<file path="config.mk">
export PLATFORM = sky130hd
export DESIGN_NAME = trig_busy_veto
export DESIGN_NICKNAME = d
export VERILOG_FILES = /design/src/rtl/busy_veto_pkg.sv /design/src/rtl/busy_in_sync.sv /design/src/rtl/busy_hold_filter.sv /design/src/rtl/accept_gate.sv /design/src/rtl/event_counters.sv /design/src/rtl/trig_busy_veto.sv
export SDC_FILE = /design/constraint.sdc
export NUM_CORES = 1
export LEC_CHECK = 0
export ABC_AREA = 1
export BUFFER_PORTS_ARGS = -buffer_cell sky130_fd_sc_hd__buf_4
export CAP_MARGIN = 10
export CELL_PAD_IN_SITES_DETAIL_PLACEMENT = 0
export CELL_PAD_IN_SITES_GLOBAL_PLACEMENT = 1
export CORE_AREA = 2 2 117 119
export CTS_CLUSTER_DIAMETER = 150
export DETAILED_ROUTE_END_ITERATION = 10
export DIE_AREA = 0 0 119 121
export GPL_ROUTABILITY_DRIVEN = 0
export GPL_TIMING_DRIVEN = 1
export PLACE_DENSITY = 0.88
export SETUP_SLACK_MARGIN = 0.4
export SLEW_MARGIN = 10
export SYNTH_ARGS = -nofsm -noshare
export SYNTH_HDL_FRONTEND = slang
export SYNTH_SLANG_ARGS = --single-unit
</file>
<file path="constraint.sdc">
create_clock -name clk -period 2.1 [get_ports clk]
set_input_delay 0.21 -clock clk [delete_from_list [all_inputs] [get_ports clk]]
set_output_delay 0.21 -clock clk [all_outputs]
set_load 0.03 [all_outputs]
</file>
<file path="src/rtl/busy_veto_pkg.sv">
package busy_veto_pkg;

    typedef enum logic [1:0] {
        RSEL_PASSED = 2'd0,
        RSEL_VETOED = 2'd1,
        RSEL_STATUS = 2'd2,
        RSEL_NONE   = 2'd3
    } rsel_e;

    typedef enum logic {
        SRC_UPSTREAM = 1'b0,
        SRC_LOCAL    = 1'b1
    } src_e;

    typedef struct packed {
        logic passed;
        logic vetoed;
    } gate_evt_t;

    function automatic logic pick_request(src_e src, logic loc, logic up);
        return (src == SRC_LOCAL) ? loc : up;
    endfunction

endpackage

</file>
<file path="src/rtl/busy_in_sync.sv">
module busy_in_sync #(
    parameter int NUM_IN = 4
) (
    input  logic              clk,
    input  logic              rst,
    input  logic [NUM_IN-1:0] async_i,
    output logic [NUM_IN-1:0] sync_o
);
    for (genvar g = 0; g < NUM_IN; g++) begin : g_line
        logic [1:0] stages;
        always_ff @(posedge clk) begin
            if (rst) stages <= 2'b00;
            else     stages <= {stages[0], async_i[g]};
        end
        assign sync_o[g] = stages[1];
    end
endmodule

</file>
<file path="src/rtl/busy_hold_filter.sv">
module busy_hold_filter #(
    parameter int HOLD_LOW = 4
) (
    input  logic clk,
    input  logic rst,
    input  logic raw_i,
    output logic busy_o
);
    localparam int CW = $clog2(HOLD_LOW + 1);
    localparam logic [CW-1:0] LAST = CW'(HOLD_LOW - 1);

    logic          held_q;
    logic [CW-1:0] low_q;

    always_ff @(posedge clk) begin
        if (rst) begin
            held_q <= 1'b0;
            low_q  <= '0;
        end else if (raw_i) begin
            held_q <= 1'b1;
            low_q  <= '0;
        end else if (held_q) begin
            if (low_q == LAST) begin
                held_q <= 1'b0;
                low_q  <= '0;
            end else begin
                low_q <= low_q + CW'(1);
            end
        end
    end

    // rising side is immediate, falling side waits for the run of lows
    assign busy_o = raw_i | held_q;
endmodule

</file>
<file path="src/rtl/accept_gate.sv">
module accept_gate
    import busy_veto_pkg::*;
(
    input  logic      clk,
    input  logic      rst,
    input  src_e      src_i,
    input  logic      loc_i,
    input  logic      up_i,
    input  logic      busy_i,
    output logic      accept_o,
    output gate_evt_t evt_o
);
    logic req;
    logic accept_q;

    assign req          = pick_request(src_i, loc_i, up_i);
    assign evt_o.passed = req & ~busy_i;
    assign evt_o.vetoed = req &  busy_i;

    always_ff @(posedge clk) begin
        if (rst) accept_q <= 1'b0;
        else     accept_q <= evt_o.passed;
    end

    assign accept_o = accept_q;
endmodule

</file>
<file path="src/rtl/event_counters.sv">
module event_counters
    import busy_veto_pkg::*;
#(
    parameter int CNT_W  = 32,
    parameter int STAT_W = 5
) (
    input  logic              clk,
    input  logic              rst,
    input  gate_evt_t         evt_i,
    input  logic              rd_i,
    input  rsel_e             sel_i,
    input  logic [STAT_W-1:0] status_i,
    output logic [CNT_W-1:0]  rdata_o,
    output logic [CNT_W-1:0]  passed_cnt_o,
    output logic [CNT_W-1:0]  vetoed_cnt_o
);
    logic [CNT_W-1:0] passed_q, vetoed_q, rdata_q, rd_mux, stat_ext;

    assign stat_ext = {{(CNT_W-STAT_W){1'b0}}, status_i};

    always_ff @(posedge clk) begin
        if (rst) begin
            passed_q <= '0;
            vetoed_q <= '0;
        end else begin
            if (evt_i.passed) passed_q <= passed_q + CNT_W'(1);
            if (evt_i.vetoed) vetoed_q <= vetoed_q + CNT_W'(1);
        end
    end

    always_comb begin
        unique case (sel_i)
            RSEL_PASSED: rd_mux = passed_q;
            RSEL_VETOED: rd_mux = vetoed_q;
            RSEL_STATUS: rd_mux = stat_ext;
            default:     rd_mux = '0;
        endcase
    end

    always_ff @(posedge clk) begin
        if (rst)       rdata_q <= '0;
        else if (rd_i) rdata_q <= rd_mux;
    end

    assign rdata_o      = rdata_q;
    assign passed_cnt_o = passed_q;
    assign vetoed_cnt_o = vetoed_q;
endmodule

</file>
<file path="src/rtl/trig_busy_veto.sv">
module trig_busy_veto
    import busy_veto_pkg::*;
#(
    parameter int NUM_IN   = 4,
    parameter int HOLD_LOW = 4,
    parameter int CNT_W    = 32
) (
    input  logic              clk,
    input  logic              rst,
    input  logic [NUM_IN-1:0] busy_in,
    input  logic [NUM_IN-1:0] busy_en,
    input  logic              master_mode_i,
    input  logic              local_accept_i,
    input  logic              upstream_accept_i,
    input  logic              reg_rd_i,
    input  logic [1:0]        reg_addr_i,
    output logic              accept_o,
    output logic              busy_o,
    output logic [CNT_W-1:0]  reg_rdata_o
);
    localparam int STAT_W = NUM_IN + 1;

    logic [NUM_IN-1:0] busy_sync;
    logic [NUM_IN-1:0] busy_masked;
    logic              masked_or;
    logic              busy_eff;
    gate_evt_t         gate_evt;
    logic [CNT_W-1:0]  pass_cnt;
    logic [CNT_W-1:0]  veto_cnt;

    busy_in_sync #(.NUM_IN(NUM_IN)) u_sync (
        .clk     (clk),
        .rst     (rst),
        .async_i (busy_in),
        .sync_o  (busy_sync)
    );

    assign busy_masked = busy_sync & busy_en;
    assign masked_or   = |busy_masked;

    busy_hold_filter #(.HOLD_LOW(HOLD_LOW)) u_hold (
        .clk    (clk),
        .rst    (rst),
        .raw_i  (masked_or),
        .busy_o (busy_eff)
    );

    accept_gate u_gate (
        .clk      (clk),
        .rst      (rst),
        .src_i    (src_e'(master_mode_i)),
        .loc_i    (local_accept_i),
        .up_i     (upstream_accept_i),
        .busy_i   (busy_eff),
        .accept_o (accept_o),
        .evt_o    (gate_evt)
    );

    event_counters #(.CNT_W(CNT_W), .STAT_W(STAT_W)) u_cnt (
        .clk          (clk),
        .rst          (rst),
        .evt_i        (gate_evt),
        .rd_i         (reg_rd_i),
        .sel_i        (rsel_e'(reg_addr_i)),
        .status_i     ({busy_eff, busy_masked}),
        .rdata_o      (reg_rdata_o),
        .passed_cnt_o (pass_cnt),
        .vetoed_cnt_o (veto_cnt)
    );

    assign busy_o = busy_eff;
endmodule

</file>
==> results of run 1 <==
[kinds of logic after synthesis]
kind of cell,count (synthesis)
compound gates,117
fa+ha+maj,3
buf+inv,149
flops,109
xor+xnor,7
simple gates,528
[worst paths after layout]
check | start | endpoint | slack, ps | cells after the start
worst max register to register | u_hold.held_q$_SDFF_PP0_ | u_cnt.passed_cnt_o[9]$_SDFFE_PP0P_ | 410 | 6
worst min-delay path | busy_in[1] | u_sync.g_line[1].stages[0]$_SDFF_PP0_ | 60 | 3
worst min register to register | u_sync.g_line[3].stages[0]$_SDFF_PP0_ | u_sync.g_line[3].stages[1]$_SDFF_PP0_ | 400 | 2
worst max-delay path | u_hold.held_q$_SDFF_PP0_ | u_cnt.passed_cnt_o[9]$_SDFFE_PP0P_ | 410 | 6
[cells in the final DEF, fill, tap and decap left out, types with 12 or more instances in the layout]
| cell type | instances |
|---|---|
| nand2_1 | 263 |
| nor2_1 | 153 |
| inv_1 | 115 |
| dfxtp_1 | 106 |
| buf_4 | 67 |
| nand3_1 | 52 |
| a21oi_1 | 48 |
| o21ai_0 | 36 |
| o221ai_1 | 21 |
| nand4_1 | 14 |
| nor3_1 | 12 |
[cells in the mapped netlist, drive strengths merged]
library cell / count / area (um2)
a211oi: 1 / 7.510
a21oi: 49 / 256.5
a31o: 4 / 35.03
and2: 1 / 6.260
and3: 1 / 6.260
buf: 10 / 60.05
clkbuf: 18 / 67.56
clkinv: 2 / 7.510
dfxtp: 109 / 2182
ha: 3 / 37.54
inv: 119 / 446.7
nand2: 269 / 1027
nand3: 53 / 277.8
nand4: 14 / 87.58
nor2: 173 / 708.2
nor3: 13 / 70.07
nor3b: 2 / 15.01
nor4: 1 / 6.260
o21ai: 41 / 209.0
o21bai: 1 / 7.510
o221ai: 21 / 183.9
or2: 1 / 6.260
xor2: 7 / 61.31
[timing repair]
item                                    4_1_cts  5_1_grt
pin swaps                                     0        3
endpoints found under the setup margin       10       36
gates resized for setup                       0       22
cloned                                        0        1
buffers inserted                              0       10
[final cells by class]
cell class                      instances  share of cell area [%]
Tap cell                              176                   3.250
Clock inverter                          6                   1.311
Inverter                              121                   6.813
Clock buffer                            9                   3.323
Multi-Input combinational cell        656                   45.33
Timing Repair Buffer                   68                   7.718
Sequential cell                       109                   32.26
[power by group through the flow]
stage	combinational, mW	clock (mW)	sequential (mW)
after floorplan	0.215	0	2.24
after global placement	0.408	0	2.19
after detailed placement	0.408	0	2.19
after CTS	0.408	1.87	2.14
after global routing	0.493	1.94	2.15
final	0.454	1.82	2.14
[worst min-delay path, stage by stage]
cell and delay (ps):
buf_4 80, inv_1 30, nor2_1 70
[sequential cells by signal (all words and copies together), names as in the netlist]
register,count
u_cnt.vetoed_cnt_o,32
u_cnt.passed_cnt_o,32
u_cnt.rdata_o,32
u_sync.g_line.stages,8
u_hold.low_q,3
u_hold.held_q,1
u_gate.accept_o,1
[per-layer routing]
metal	part of all wire, %	track usage (%)
met2	46	37.57
met1	49	30.66
met4	1.4	5.655
met5	0	0
met3	3.7	4.276
==> key figures, run 1 <==
Pwr
  – Final total power: 4.422 mW
  – Clk pwr share: 41.3%
  – Combinational power share: 10.3%
  – Switching power total: 1.113 mW
  – Total power per unit cell area: 652.5 nW/um2
  – Int Power: 3.309 mW
  – Maximum vdd drop: 0.3928 mV
  – Leakage power: 2.729 nW
  – Switching Share: 25.16%
  – Reg power frac: 48.5%

Floorplan
  – # IOs: 50
  – Core region area: 13,090 um2
  – Row count: 42
  – DIE AREA: 14,400 um2
  – Die Wd: 119 um
  – Height of the die: 121 um
  – Initial Util: 44.12%

Placed design
  – Post-DP HPWL: 11,730 um
  – Cell Area, Placed: 6301 um2
  – Pre-CTS setup slack: 356.8 ps
  – Port buffer count: 49
  – Inst Count DP: 1,119

Worst setup path
  – WP data required: 2320 ps
  – Delay-heaviest family, CP: buffers and inverters
  – Number of buffers and inverters on the critical path: 2
  – Worst path max stage delay: 330 ps
  – WS Path Type: reg2reg
  – Critical path's slowest cell: dfxtp_1
  – Worst path cell trace: inv_1, nand3_4, buf_4, nor2_1, xor2_1, nor2_1
  – Crit start category: flop
  – Critical-path maximum fanout: 7
  – Critical Path Sink Type: flop
  – Crit-path most repeated cell: nor2_1
  – WP data arrival: 1910 ps

Route
  – Post-DRT Antenna Nets: 0
  – Routed wire length: 16,110 um
  – Iter 0 DRT Violations: 387
  – Drt pass-1 iters: 5
  – Wire per inst: 14.07 um
  – DR vias/cell: 4.983
  – Remaining DRCs: 0
  – Vias post-DR: 5,706

Synthesis
  – Adder-Cell Fraction of Synth Area: 0.6502%
  – Number of synthesized register bits: 109
  – Simple-gate share of the synthesized area: 38.30%
  – XOR/XNOR Fraction of Synth Area: 1.062%
  – Area fraction in compound gates after synthesis: 12.12%
  – Synth unique cells: 37
  – Syn Inst Count: 913
  – Seq/Total Area, Yosys: 37.80%
  – Cell Area, Synth: 5773 um2
  – Synthesis Warnings: 0
  – Largest family of logic cells by synthesized area: simple AND/OR/NAND/NOR gates
  – Post-Syn Area per Cell: 6.323 um2
  – Syn nets: 932
  – Post-synthesis mux area share: 0%

Hold path
  – Hold crit path type: in2reg

Clocking
  – CTS HTree Levels: 3
  – Skew-Pair Late Insertion Delay: 350 ps
  – Clock transition at path regs: 70 ps
  – Max Buffers Root-to-Sink: 2
  – Cts hold-fix bufs: 0
  – TritonCTS clock tree: yes
  – Clk sinks: 109
  – TritonCTS Buffers: 9
  – CTS Root Cell: clkbuf_16

Finish
  – Post-Route Utilization: 51.79%
  – Syn-to-layout area delta: 17.38%
  – FF/Latch Area: 2186 um2
  – Filler cell count: 1,381
  – Inserted Diodes: 0
  – Final Cell Area: 6777 um2
  – Finished Layout Cells: 1,145
  – Layout cells sized above 1: 13.21%
  – Final nets: 984
  – Multi-input logic area: 3072 um2

Global route
  – Vias in the first global route: 5,194
  – GR Overflow Total: 0
  – Initial antenna violation count: 0
  – Total track usage: 22.73%
  – First-pass GRT wire length: 25,940 um
  – Largest net degree at the start of global routing: 53

STA
  – Hold Vio Cnt, Final: 0
  – Final Cycle Share: 80.48%
  – Endpoints failing setup: 0
  – Slew headroom: 57.97%
  – Fmax: 0.5917 GHz
  – Setup TNS: 0 ps
  – Max-slew violations: 0
  – Worst Tran Pin Value: 630.5 ps
  – Smallest hold slack: 58.07 ps
  – RSZ-0062 raised after global routing: yes
  – PnR worst setup slack: 409.9 ps
  – Skew final: 6.432 ps
  – Post-layout min period: 1690 ps

Flow run
  – Max Cap Viol: 0

Outcome
  – Outcome: completed
No activity file was read; power rests on OpenSTA's default activity.
==> run 2, diff against run 1 <==
- CORE_AREA: 2 2 117 119 -> 2 2 127 129
- DIE_AREA: 0 0 119 121 -> 0 0 129 131
- PLACE_DENSITY: 0.88 -> 0.8
- clock period: 2.1 -> 1.4 ns (I/O delays scaled with it)
==> run 2 against run 1 <==
Net effect:
- the run now ends with setup timing left
- sequential cell count stayed put
- largest power group unchanged
- clock power is 45% higher
- critical path depth stayed put
- non-clock buffer count is 124 higher
- combinational power is 130% higher
- critical endpoint is now busy_o
- critical path type is now reg2out
- sequential share of layout area is 6.2 points lower
==> key figures, run 2 (synthesized netlist as in run 1, its figures left out) <==
Outcome
  – Outcome: complete, but fails checks
  – Failing checks: setup timing

STA
  – Worst Tran Pin Value: 409.8 ps (-220.7 ps)
  – RSZ-0062 raised after global routing: yes
  – Fmax: 0.6625 GHz
  – Final Cycle Share: 107.8%
  – Setup TNS: -1073 ps (-1073 ps)
  – Hold Vio Cnt, Final: 0 (unchanged)
  – Post-layout min period: 1510 ps
  – Max-slew violations: 0 (unchanged)
  – PnR worst setup slack: -109.5 ps (-519.4 ps)
  – Smallest hold slack: 185.2 ps (+127.1 ps)
  – Slew headroom: 72.51% (+15 points)
  – Skew final: 8.943 ps (+2.511 ps)
  – Endpoints failing setup: 30 (+30)

Pwr
  – Total power per unit cell area: 780.2 nW/um2 (+20%)
  – Switching power total: 1.965 mW (+77%)
  – Int Power: 4.925 mW (+49%)
  – Switching Share: 28.52% (+3.4 points)
  – Maximum vdd drop: 0.6005 mV (+53%)
  – Clk pwr share: 38.2% (-3.1 points)
  – Final total power: 6.890 mW (+56%)
  – Combinational power share: 15.0% (+4.7 points)
  – Reg power frac: 46.9% (-1.6 points)
  – Leakage power: 3.687 nW (+35%)

Finish
  – Final nets: 1,108 (+13%)
  – Multi-input logic area: 3672 um2 (+20%)
  – Most frequent cells in the layout: nand2_1 (231), nor2_1 (127), buf_4 (125), inv_1 (101), dfxtp_2 (67)
  – Layout cells sized above 1: 41.04% (+28 points)
  – Post-Route Utilization: 56.62% (+4.8 points)
  – Most common cell after layout, fill and taps aside: nand2_1
  – FF/Latch Area: 2303 um2 (+5.4%)
  – Syn-to-layout area delta: 52.97%
  – Inserted Diodes: 0 (unchanged)
  – Filler cell count: 1,506 (+9.1%)

Clocking
  – Max Buffers Root-to-Sink: 2 (unchanged)
  – Clk sinks: 109 (unchanged)
  – TritonCTS clock tree: yes
  – Clock transition at path regs: 80 ps (about the same)
  – CTS HTree Levels: 3 (unchanged)
  – CTS Root Cell: clkbuf_16
  – TritonCTS Buffers: 9 (unchanged)
  – Skew-Pair Late Insertion Delay: 370 ps (+20 ps)

Floorplan
  – # IOs: 50 (unchanged)
  – Core region area: 15,600 um2 (+19%)
  – Die Wd: 129 um (+8.4%)
  – DIE AREA: 16,900 um2 (+17%)
  – Initial Util: 37.01% (-7.1 points)
  – Height of the die: 131 um (+8.3%)
  – Row count: 46 (+9.5%)

Worst setup path
  – Critical path origin: u_sync.g_line[2].stages[1]$_SDFF_PP0_
  – WP data arrival: 1370 ps (-540 ps)
  – Critical Path Sink Type: primary output
  – Critical-path maximum fanout: 3 (-4)
  – Crit start category: flop
  – WS Path Type: reg2out
  – WP data required: 1260 ps (-1060 ps)
  – Worst R2R Start: u_cnt.passed_cnt_o[1]$_SDFFE_PP0P_

Route
  – Vias post-DR: 6,279 (+10%)
  – Remaining DRCs: 0 (unchanged)
  – Routed wire length: 19,280 um (+20%)
  – Post-DRT Antenna Nets: 0 (unchanged)
  – Iter 0 DRT Violations: 362 (-6.5%)
  – DR vias/cell: 4.793 (-3.8%)
  – Wire per inst: 14.72 um (+4.6%)
  – Drt pass-1 iters: 4 (-1)

Global route
  – First-pass GRT wire length: 30,510 um (+18%)
  – GR Overflow Total: 0 (unchanged)
  – Total track usage: 23.10% (+0.37 points)
  – Largest net degree at the start of global routing: 53 (unchanged)
  – Initial antenna violation count: 0 (unchanged)
  – Vias in the first global route: 6,009 (+16%)

Placed design
  – Pre-CTS setup slack: -76.59 ps (-433.4 ps)
  – Post-DP HPWL: 13,290 um (+13%)
  – Port buffer count: 49 (unchanged)

Hold path
  – Min-Delay Startpoint: busy_en[1]
  – Hold crit path type: in2reg

Flow run
  – Max Cap Viol: 0 (unchanged)
run 2: changes by cell type in the layout (fill, tap and decap cells not counted), sizes merged:
cell / delta
buf: +119
clkbuf: +2
nand2: +1
nand3: -1
bufinv: -2
clkinvlp: +2
dlygate4sd3: +4
run 2: per-stage QoR:
stage | area, um2 | std cells
after floorplan | 5927 | 913
after global placement | 7278 | 1255
after detailed placement | 7278 | 1255
after CTS | 8431 | 1294
after global routing | 8831 | 1310
final | 8831 | 1310
run 2: final cells by class:
type                    instances  share of cell area (%)
clock buffers                  10                   2.706
well taps                     216                   3.060
clock inverters                 6                  0.6092
multi-input cells             656                   41.58
inverters                     121                   5.469
flip-flops and latches        109                   26.08
repair buffers                192                   20.49
run 2: per-layer routing:
metal / track usage, % / share of wire, % / vias to the layer above
li1: - / - / 3252
met1: 30.98 / 47 / 2923
met2: 38.84 / 49 / 82
met3: 4.316 / 3.1 / 22
met4: 5.115 / 1.4 / 0
met5: 0 / 0 / -
run 2: worst paths after layout:
check                                          endpoint  cells after the start  slack (ps)
setup / recovery                                 busy_o                      6        -110
hold / removal            u_cnt.rdata_o[1]$_SDFFE_PP0P_                      5         190
setup reg to reg    u_cnt.passed_cnt_o[24]$_SDFFE_PP0P_                      9         -90
hold reg to reg   u_sync.g_line[0].stages[1]$_SDFF_PP0_                      2         400
run 2: power by group through the flow:
stage	clock network (mW)	registers, mW	logic, mW
after global placement	0	3.30	0.732
after global routing	2.81	3.24	1.10
after floorplan	0	3.37	0.345
after CTS	2.69	3.24	0.931
after detailed placement	0	3.30	0.730
final	2.63	3.23	1.03
run 2: timing repair:
action	CTS	global route
setup buffers	17	15
gates cloned	2	1
pin swaps	42	40
gates resized for setup	198	103
hold buffers	4	0
setup endpoints to repair	105	122
endpoints found under the hold margin	4	0
run 2: worst max-delay path, cell delays in order (launching register included):
cell and delay, ps:
dfxtp_2 320, nand2_1 80, nand2_2 90, nor2_8 130, nand2_4 110, buf_6 150, buf_6 130
